[src/rtl/icseq_pkg.sv]
package icseq_pkg;
  localparam int unsigned MAX_CYCLES = 10;
  localparam int unsigned MAX_BYTES  = 2;
  localparam int unsigned CYC_W  = $clog2(MAX_CYCLES + 1);
  localparam int unsigned BYTE_W = $clog2(MAX_BYTES + 1);

  typedef struct packed {
    logic [CYC_W-1:0]  cycles;
    logic [BYTE_W-1:0] bytes;
  } instr_shape_t;
endpackage

[src/rtl/icseq_sreg_match.sv]
module icseq_sreg_match #(
  parameter int unsigned            N_SREG     = 9,
  parameter logic [N_SREG*8-1:0]    SREG_ADDRS = 72'hD0_81_86_A8_E8_B8_B1_F8_F1
) (
  input  logic [7:0] addr,
  output logic       hit
);
  logic [N_SREG-1:0] hit_vec;

  for (genvar g = 0; g < N_SREG; g++) begin : g_cmp
    assign hit_vec[g] = (addr == SREG_ADDRS[g*8 +: 8]);
  end

  assign hit = |hit_vec;
endmodule

[src/rtl/icseq_decode.sv]
module icseq_decode
  import icseq_pkg::*;
#(
  parameter int unsigned            N_SREG     = 9,
  parameter logic [N_SREG*8-1:0]    SREG_ADDRS = 72'hD0_81_86_A8_E8_B8_B1_F8_F1
) (
  input  logic [7:0]   opcode,
  input  logic [7:0]   operand,
  output instr_shape_t shape
);
  logic sreg_hit;

  icseq_sreg_match #(.N_SREG(N_SREG), .SREG_ADDRS(SREG_ADDRS)) u_match (
    .addr (operand),
    .hit  (sreg_hit)
  );

  always_comb begin
    shape.cycles = CYC_W'(1);
    shape.bytes  = BYTE_W'(1);
    unique case (opcode)
      8'h13: shape.cycles = CYC_W'(1);
      8'hD4: shape.cycles = CYC_W'(2);
      8'h22: shape.cycles = CYC_W'(3);
      8'hA4: shape.cycles = CYC_W'(9);
      8'h84: shape.cycles = CYC_W'(10);
      8'h24: begin shape.cycles = CYC_W'(2); shape.bytes = BYTE_W'(2); end
      8'h25: begin
        shape.cycles = sreg_hit ? CYC_W'(3) : CYC_W'(2);
        shape.bytes  = BYTE_W'(2);
      end
      8'h80: begin shape.cycles = CYC_W'(3); shape.bytes = BYTE_W'(2); end
      default: ;
    endcase
  end
endmodule

[src/rtl/icseq_track.sv]
module icseq_track
  import icseq_pkg::*;
(
  input  logic         clk,
  input  logic         rst_n,
  input  logic         mem_strobe,
  input  logic         op_valid,
  input  instr_shape_t shape,
  output logic         pc_adv,
  output logic         busy,
  output logic         instr_done
);
  logic              active_q, active_d;
  logic [CYC_W-1:0]  rem_cyc_q, rem_cyc_d;
  logic [BYTE_W-1:0] rem_byte_q, rem_byte_d;
  logic              accept;

  assign accept = mem_strobe && op_valid && !active_q;

  always_comb begin
    pc_adv     = 1'b0;
    instr_done = 1'b0;
    active_d   = active_q;
    rem_cyc_d  = rem_cyc_q;
    rem_byte_d = rem_byte_q;
    if (accept) begin
      pc_adv     = 1'b1;
      instr_done = (shape.cycles == CYC_W'(1));
      active_d   = (shape.cycles > CYC_W'(1));
      rem_cyc_d  = shape.cycles - CYC_W'(1);
      rem_byte_d = shape.bytes - BYTE_W'(1);
    end else if (mem_strobe && active_q) begin
      pc_adv     = (rem_byte_q != '0);
      instr_done = (rem_cyc_q == CYC_W'(1));
      active_d   = (rem_cyc_q > CYC_W'(1));
      rem_cyc_d  = rem_cyc_q - CYC_W'(1);
      rem_byte_d = (rem_byte_q != '0) ? rem_byte_q - BYTE_W'(1) : '0;
    end
  end

  always_ff @(posedge clk or negedge rst_n) begin
    if (!rst_n) begin
      active_q   <= 1'b0;
      rem_cyc_q  <= '0;
      rem_byte_q <= '0;
    end else if (mem_strobe) begin
      active_q   <= active_d;
      rem_cyc_q  <= rem_cyc_d;
      rem_byte_q <= rem_byte_d;
    end
  end

  assign busy = active_q;

  AST_DONE_NEEDS_STROBE: assert property (@(posedge clk) disable iff (!rst_n)
    instr_done |-> mem_strobe);
  AST_ADV_NEEDS_STROBE: assert property (@(posedge clk) disable iff (!rst_n)
    pc_adv |-> mem_strobe);
  AST_HOLD_NO_STROBE: assert property (@(posedge clk) disable iff (!rst_n)
    !mem_strobe |=> $stable(busy));
  AST_FELL_AFTER_DONE: assert property (@(posedge clk) disable iff (!rst_n)
    $fell(busy) |-> $past(instr_done));
  AST_SHAPE_RANGE: assert property (@(posedge clk) disable iff (!rst_n)
    accept |-> (shape.cycles >= CYC_W'(1) && shape.cycles <= CYC_W'(MAX_CYCLES)));
  AST_TWO_BYTE_MIN: assert property (@(posedge clk) disable iff (!rst_n)
    (accept && shape.bytes == BYTE_W'(2)) |-> shape.cycles >= CYC_W'(2));
  AST_BUSY_ON_LONG: assert property (@(posedge clk) disable iff (!rst_n)
    (accept && shape.cycles > CYC_W'(1)) |=> busy);
  AST_KEEP_RUNNING: assert property (@(posedge clk) disable iff (!rst_n)
    (busy && mem_strobe && !instr_done) |=> busy);
endmodule

[src/rtl/instr_cycle_seq.sv]
module instr_cycle_seq
  import icseq_pkg::*;
#(
  parameter int unsigned            N_SREG     = 9,
  parameter logic [N_SREG*8-1:0]    SREG_ADDRS = 72'hD0_81_86_A8_E8_B8_B1_F8_F1
) (
  input  logic       clk,
  input  logic       rst_n,
  input  logic       mem_strobe,
  input  logic       op_valid,
  input  logic [7:0] opcode,
  input  logic [7:0] operand,
  output logic       pc_adv,
  output logic       busy,
  output logic       instr_done
);
  logic         rst_meta_q, rst_sync_q;
  instr_shape_t shape;

  always_ff @(posedge clk or negedge rst_n) begin
    if (!rst_n) begin
      rst_meta_q <= 1'b0;
      rst_sync_q <= 1'b0;
    end else begin
      rst_meta_q <= 1'b1;
      rst_sync_q <= rst_meta_q;
    end
  end

  icseq_decode #(.N_SREG(N_SREG), .SREG_ADDRS(SREG_ADDRS)) u_decode (
    .opcode  (opcode),
    .operand (operand),
    .shape   (shape)
  );

  icseq_track u_track (
    .clk        (clk),
    .rst_n      (rst_sync_q),
    .mem_strobe (mem_strobe),
    .op_valid   (op_valid),
    .shape      (shape),
    .pc_adv     (pc_adv),
    .busy       (busy),
    .instr_done (instr_done)
  );
endmodule

[config.mk]
export PLATFORM = sky130hd
export DESIGN_NAME = instr_cycle_seq
export DESIGN_NICKNAME = d
export VERILOG_FILES = /design/src/rtl/icseq_pkg.sv /design/src/rtl/icseq_sreg_match.sv /design/src/rtl/icseq_decode.sv /design/src/rtl/icseq_track.sv /design/src/rtl/instr_cycle_seq.sv
export SDC_FILE = /design/constraint.sdc
export NUM_CORES = 1
export LEC_CHECK = 0
export ABC_AREA = 1
export BUFFER_PORTS_ARGS = -buffer_cell sky130_fd_sc_hd__buf_2
export CORE_AREA = 2 2 45 47
export CTS_CLUSTER_SIZE = 20
export DETAILED_ROUTE_END_ITERATION = 6
export DIE_AREA = 0 0 47 49
export PLACE_DENSITY = 0.87
export SLEW_MARGIN = 20
export SYNTH_ARGS = -nofsm -noshare
export SYNTH_HDL_FRONTEND = slang
export SYNTH_HIERARCHICAL = 1
export SYNTH_SLANG_ARGS = --single-unit
[constraint.sdc]
create_clock -name clk -period 1.5 [get_ports clk]
set_input_delay 0.225 -clock clk [delete_from_list [all_inputs] [get_ports clk]]
set_output_delay 0.225 -clock clk [all_outputs]
set_load 0.05 [all_outputs]
==> summary.md, run 1 <==
| Metric | Value |
|---|---|
| IO Pins | `23` |
| Worst hold path class | `register to async pin` |
| Met2 Resource Use GR | `between 30% and 40%` |
| Synth Warn # | `6` |
| Synth area leaders | `dfrtp_1 (25%), nand2_1 (17%), inv_1 (10%)` |
| Starting Density | `between 40% and 50%` |
| TritonCTS Sinks | `9` |
| First-pass GRT wire length | `roughly 3.5 mm` |
| Share of flip-flops with an asynchronous set or reset | `100%` |
| Gpl congestion | `~0.85` |
| Final Power | `1.28 mW` |
| Drt first pass iters | `4` |
| Critical Path RT | `between 1000 and 1500 ps` |
| Port Buf Inserts | `22` |
| Met1 usage | `25.6%` |
| Most common cell after layout, fill and taps aside | `nand2_1` |
| Top FF cell, synth | `dfrtp_1` |
| Post-synthesis register bit count | `9` |
| Leak | `about 0.67 nW` |
| Cell Pwr Density | `996 nW/um2` |
| TritonCTS clock tree | `done` |
| Die height | `roughly 49 um` |
| Synth Area per Inst | `around 6.0 um2` |
| MaxCap Viol Count | `0` |
| Clk slew on worst S/H paths | `~60 ps` |
| Total Routing Usage GR | `between 20% and 30%` |
| N_diodes | `0` |
| Sequential share of the synthesized area | `~25%` |
| Register share of total power | `30.9%` |
| Combinational share of power | `54.4%` |
| Fin nets | `about 210` |
| Peak supply drop | `536 uV` |
| Number of DRC markers in iteration 0 | `20` |
| Post-Syn Instances | `around 150` |
| Drt drc | `0` |
| Max clock buf depth | `2` |
| Antenna-violating nets left | `0` |
| GR peak layer | `met2` |
| Synth Net Count | `between 150 and 200` |
| Total wire length | `around 2.4 mm` |
| Non-Filler Instances | `between 200 and 250` |
| PnR worst setup slack | `-188 ps` |
| Unique cell type count in the Yosys netlist | `24` |
| Core Area | `1840 um2` |
| R2r setup slk | `between 150 and 200 ps` |
| Critical path's largest stage delay | `between 200 and 250 ps` |
| Minimum clock period | `between 1500 and 2000 ps` |
| Critical path class | `primary input to output port` |
| Post-Place Worst Slack | `-332 ps` |
| Final worst-path cycle share | `113%` |
| Synthesized area | `902 um2` |
| Met3 Use GR | `under 10%` |
| WP data arrival | `around 1500 ps` |
| H-Tree Depth | `1` |
| EDFF count, synth | `0` |
| Via count | `roughly 1100` |
| Total congestion overflow | `0` |
| Clock Skew | `roughly 3.9 ps` |
| Share of layout cells above drive strength 1 | `approximately 41%` |
| Root Buffer | `clkbuf_4` |
| Vias per Instance | `5.01` |
| Width of the chip | `about 47 um` |
| Slew Limit Fails | `0` |
| Number of global-route vias before repair | `approximately 900` |
| Top cell type's share of synthesized area | `25.0%` |
| Peak fanout along the critical path | `2` |
| Worst R2R End | `u_track/busy` |
| Failing checks | `negative setup slack` |
| Sw Pwr | `around 0.6 mW` |
| WL/cell | `about 11 um` |
| Die area | `roughly 2300 um2` |
| # rows | `16` |
| Final Hold Fails | `0` |
| Critical path, cell by cell | `buf_6 -> or2_1 -> nand2_1 -> nand3_1 -> nor2_1 -> nand3_1 -> nand2_1 -> nor2_2 -> nand2_4 -> ha_4 -> nand3_2 -> nand2_2 -> buf_8` |
| Switching portion of total power | `between 40 and 50%` |
| Launching element type of the critical path | `primary input` |
| Fmax | `a little under 600 MHz` |
| Internal power | `between 0.6 and 0.7 mW` |
| P&R area growth vs syn | `42.0%` |
| Largest area contributor in the netlist | `dfrtp_1` |
| RSZ-0062 raised after global routing | `true` |
| Finish-stage setup viols | `4` |
| Placed cells | `between 200 and 250` |
| Status | `finished, violations left` |
| Worst-Skew Late Latency | `between 200 and 300 ps` |
| Clock power share | `between 10% and 20%` |
| Initial antenna violation count | `0` |
| Largest net degree at the start of global routing | `11` |
| Crit. End Element | `output port` |
| Cts bufs inserted | `3` |
| Commonest cells after routing, fill and taps aside | `nand2_1 (35), inv_1 (16), buf_2 (15), nand3_1 (15), nor2_1 (14)` |
| R2r startpoint | `u_track/rem_cyc_q[0]` |
| HPWL after detailed placement | `~1.6 mm` |
| Slowest-stage cell, CP | `or2_1` |
| Reg2reg path depth | `7` |
## cells by family after synthesis
| kind of cell | count (synthesis) | share of synthesized area [%] |
|---|---|---|
| other | 2 | 0.832 |
| adders and majority gates | 4 | 5.55 |
| AOI/OAI and AO/OA | 15 | 9.29 |
| buffers and inverters | 27 | 11.9 |
| and+or+nand+nor | 92 | 45.5 |
| DFF | 9 | 25.0 |
| xor gates and xnor gates | 2 | 1.94 |
## final cells by class
type | instances | area (um2)
flip-flops and latches | 9 | 226
fillers | 160 | 561
inverters | 26 | 105
repair buffers | 32 | 235
well taps | 27 | 33.8
multi-input cells | 115 | 654
clock buffers | 4 | 26.3
## state kept, by name (all words and copies together) (netlist names)
register	cells
u_track/busy	1
rst_sync_q	1
u_track/rem_cyc_q	4
rst_meta_q	1
u_track/rem_byte_q	2
## metal layers
layer,vias to the layer above,wire [um]
met1,478,923
met5,-,0
met4,0,38
met3,6,111
met2,48,1330
li1,536,-
## Yosys cell counts, types with 2 or more instances
cell     count
inv_1       25
nand2_2      6
dfrtp_1      9
ha_1         4
o21ai_1      2
conb_1       2
nor2_1      20
nand3_1     17
nor2_2       3
o21ai_0      9
nand2_1     41
## worst max path at each step
stage               start    endpoint
2_1_floorplan  operand[4]  instr_done
3_3_place_gp   operand[4]  instr_done
3_5_place_dp   operand[4]  instr_done
4_1_cts        operand[6]  instr_done
5_1_grt        operand[0]  instr_done
6_report       operand[6]  instr_done
## critical path, delay by kind of cell
| kind | cells | cell delay, ps |
|---|---|---|
| AND/OR/NAND/NOR | 10 | 880 |
| buffers and inverters | 2 | 230 |
| adder cells (fa/ha/maj) | 1 | 130 |
## metrics by stage
step	util, %	hold slack [ps]	cell area [um2]	TNS (ps)
2_1_floorplan	-	-70.6	908	-66.2
3_3_place_gp	58.4	10.9	1070	-1010
3_5_place_dp	58.4	17.3	1070	-1270
4_1_cts	63.2	136	1160	-265
5_1_grt	69.6	168	1280	-885
6_report	69.6	126	1280	-337
## power groups by stage
stage          clock (mW)  sequential, mW  combinational [mW]
6_report            0.188           0.394               0.694
5_1_grt             0.219           0.403               0.777
4_1_cts             0.196           0.391               0.611
3_3_place_gp            0           0.391               0.561
3_5_place_dp            0           0.395               0.578
2_1_floorplan           0           0.426               0.405
## timing repair
item,4_1_cts,5_1_grt
hold buffers,1,0
resized for setup,13,34
pin swaps,12,12
setup endpoints to repair,2,7
hold endpoints to repair,2,0
buffers inserted,1,4
Power figures use the tool's default switching activity.
==> run 2: changes to the inputs <==
Settings changed: RECOVER_POWER set to 50.
==> run 2 against run 1 <==
Net effect: the run still ends with negative setup slack left; flip-flop and latch count did not move; critical path depth did not move; die area did not move; first-iteration DRC count rose by 5.0%; design area barely moved; clock skew barely moved; maximum frequency barely moved; global-route usage did not move; sequential share of layout area barely moved; critical endpoint unchanged; highest routed layer unchanged.
==> summary.md, run 2 (synthesis gave the netlist of run 1 again) <==
| Metric | Value |
|---|---|
| MaxCap Viol Count | `0` |
| Number of global-route vias before repair | `around 910` |
| Width of the chip | `roughly 47 um` |
| Largest registers | `u_track/rem_cyc_q x4, u_track/rem_byte_q x2` |
| Die area | `about 2300 um2` |
| Clock Skew | `~3.7 ps` |
| Critical Path RT | `1270 ps` |
| Vias per Instance | `about 5.0` |
| Minimum clock period | `1690 ps` |
| Clock power share | `14.7%` |
| Switching portion of total power | `between 40% and 50%` |
| Gpl congestion | `about 0.85` |
| Die height | `49 um` |
| TritonCTS clock tree | `done` |
| Finish-stage setup viols | `4` |
| Drt drc | `0` |
| Via count | `roughly 1100` |
| Fin nets | `approximately 210` |
| P&R area growth vs syn | `41.9%` |
| WL/cell | `~11 um` |
| Root Buffer | `clkbuf_4` |
| Port Buf Inserts | `22` |
| Max clock buf depth | `2` |
| Crit. End Element | `output port` |
| Largest register FFs | `4` |
| Worst path top cell family by delay | `simple AND/OR/NAND/NOR gates` |
| Worst-Skew Late Latency | `260 ps` |
| Slew Limit Fails | `0` |
| Placed cells | `~200` |
| Total congestion overflow | `0` |
| # rows | `16` |
| Cts bufs inserted | `3` |
| Largest net degree at the start of global routing | `11` |
| Drt first pass iters | `4` |
| Total Routing Usage GR | `between 20% and 30%` |
| TritonCTS Sinks | `9` |
| Core Area | `1840 um2` |
| N_diodes | `0` |
| Commonest cells after routing, fill and taps aside | `nand2_1 (35), inv_1 (16), nand3_1 (15)` |
| Most flops, register | `u_track/rem_cyc_q` |
| Share of layout cells above drive strength 1 | `between 40% and 50%` |
| WP data arrival | `1460 ps` |
| Critical path class | `primary input to output port` |
| CP Launch Point | `operand[6]` |
| PnR worst setup slack | `-187 ps` |
| Post-Place Worst Slack | `-332 ps` |
| RSZ-0062 raised after global routing | `true` |
| Final worst-path cycle share | `112%` |
| Antenna-violating nets left | `0` |
| Launching element type of the critical path | `primary input` |
| Cell Pwr Density | `997 nW/um2` |
| Fmax | `approximately 590 MHz` |
| Starting Density | `around 49%` |
| Combinational share of power | `54.5%` |
| R2r startpoint | `u_track/rem_cyc_q[0]` |
| Status | `finished, violations left` |
| Sw Pwr | `approximately 0.60 mW` |
| Internal power | `between 0.6 and 0.7 mW` |
| First-pass GRT wire length | `3.49 mm` |
| Filler Cells Inserted | `161` |
| CP Buf/Inv Count | `2` |
| Non-Filler Instances | `~210` |
| Final Hold Fails | `0` |
| Number of DRC markers in iteration 0 | `21` |
| Leak | `about 0.67 nW` |
| Cell area after layout | `~1300 um2` |
| Total wire length | `about 2.4 mm` |
| Initial antenna violation count | `0` |
| H-Tree Depth | `1` |
| Worst hold path class | `register to async pin` |
| Register share of total power | `a little under a third` |
| Peak supply drop | `about 540 uV` |
| Critical path's largest stage delay | `230 ps` |
| HPWL after detailed placement | `1.61 mm` |
| IO Pins | `23` |
| Failing checks | `negative setup slack` |
| Clk slew on worst S/H paths | `around 60 ps` |
| Critical path, cell by cell | `buf_6 -> or2_1 -> nand2_1 -> nand3_1 -> nor2_1 -> nand3_1 -> nand2_1 -> nor2_2 -> nand2_4 -> ha_4 -> nand3_2 -> nand2_2 -> buf_8` |
| Peak fanout along the critical path | `2` |
| Dpl cell area | `around 1100 um2` |
| Slowest-stage cell, CP | `or2_1` |
| Most common cell after layout, fill and taps aside | `nand2_1` |
==> run 2: changes by cell type in the layout (fill, tap and decap cells not counted) <==
cell and change:
clkbuf_1 +1, buf_2 -1
==> run 2: repair_timing <==
action	CTS	global route
endpoints found under the hold margin	2	0
cloned	0	0
resized for setup	13	34
hold buffers	1	0
setup buffers	1	4
setup endpoints to repair	2	7
pin swaps	12	12
==> run 2: power groups by stage <==
stage               sequential, mW  clock (mW)  combinational, mW
floorplan                    0.426           0              0.405
global placement             0.391           0              0.561
detailed placement           0.395           0              0.578
CTS                          0.391       0.196              0.611
global route                 0.403       0.219              0.777
finish                       0.393       0.188              0.695
==> run 2: worst reg2reg max path, delay by kind of cell, from the launching register on <==
family	cells	cell delay (ps)
and+or+nand+nor	3	210
DFF	1	350
AOI/OAI and AO/OA	2	370
buffers and inverters	1	90
adders and majority gates	1	240
==> run 2: worst paths after layout <==
| check | end | slack [ps] | depth (start not counted) |
|---|---|---|---|
| setup / recovery | instr_done | -190 | 13 |
| hold / removal | u_track/rem_cyc_q[1] | 130 | 0 |
| setup reg to reg | u_track/busy | 170 | 7 |
| hold reg to reg | u_track/rem_cyc_q[1] | 130 | 0 |
| max in group asynchronous | rst_sync_q | 1070 | 2 |
| min in group clk | rst_sync_q | 370 | 0 |
==> run 2: metrics by stage <==
step,total power [mW],hold slack [ps],setup TNS (ps),util (%)
finish,1.28,126,-331,69.5
global route,1.40,168,-885,69.5
CTS,1.20,136,-265,63.2
detailed placement,0.974,17.3,-1270,58.4
global placement,0.952,10.9,-1010,58.4
floorplan,0.831,-70.6,-66.2,-
==> run 2: final cells by class <==
type / instances / area [um2] / share of cell area [%]
repair buffers: 32 / 234 / 18.3
well taps: 27 / 33.8 / 2.64
flip-flops and latches: 9 / 226 / 17.7
inverters: 26 / 105 / 8.21
clock buffers: 4 / 26.3 / 2.05
multi-input cells: 115 / 654 / 51.1
==> run 2: layer usage <==
layer / vias up / part of all wire (%) / global-route usage [%] / wire [um]
li1: 536 / - / - / -
met4: 0 / 1.6 / 6.48 / 38
met5: - / 0 / 0 / 0
met3: 6 / 5.2 / 4.07 / 125
met1: 480 / 38 / 25.6 / 921
met2: 49 / 55 / 33.6 / 1330
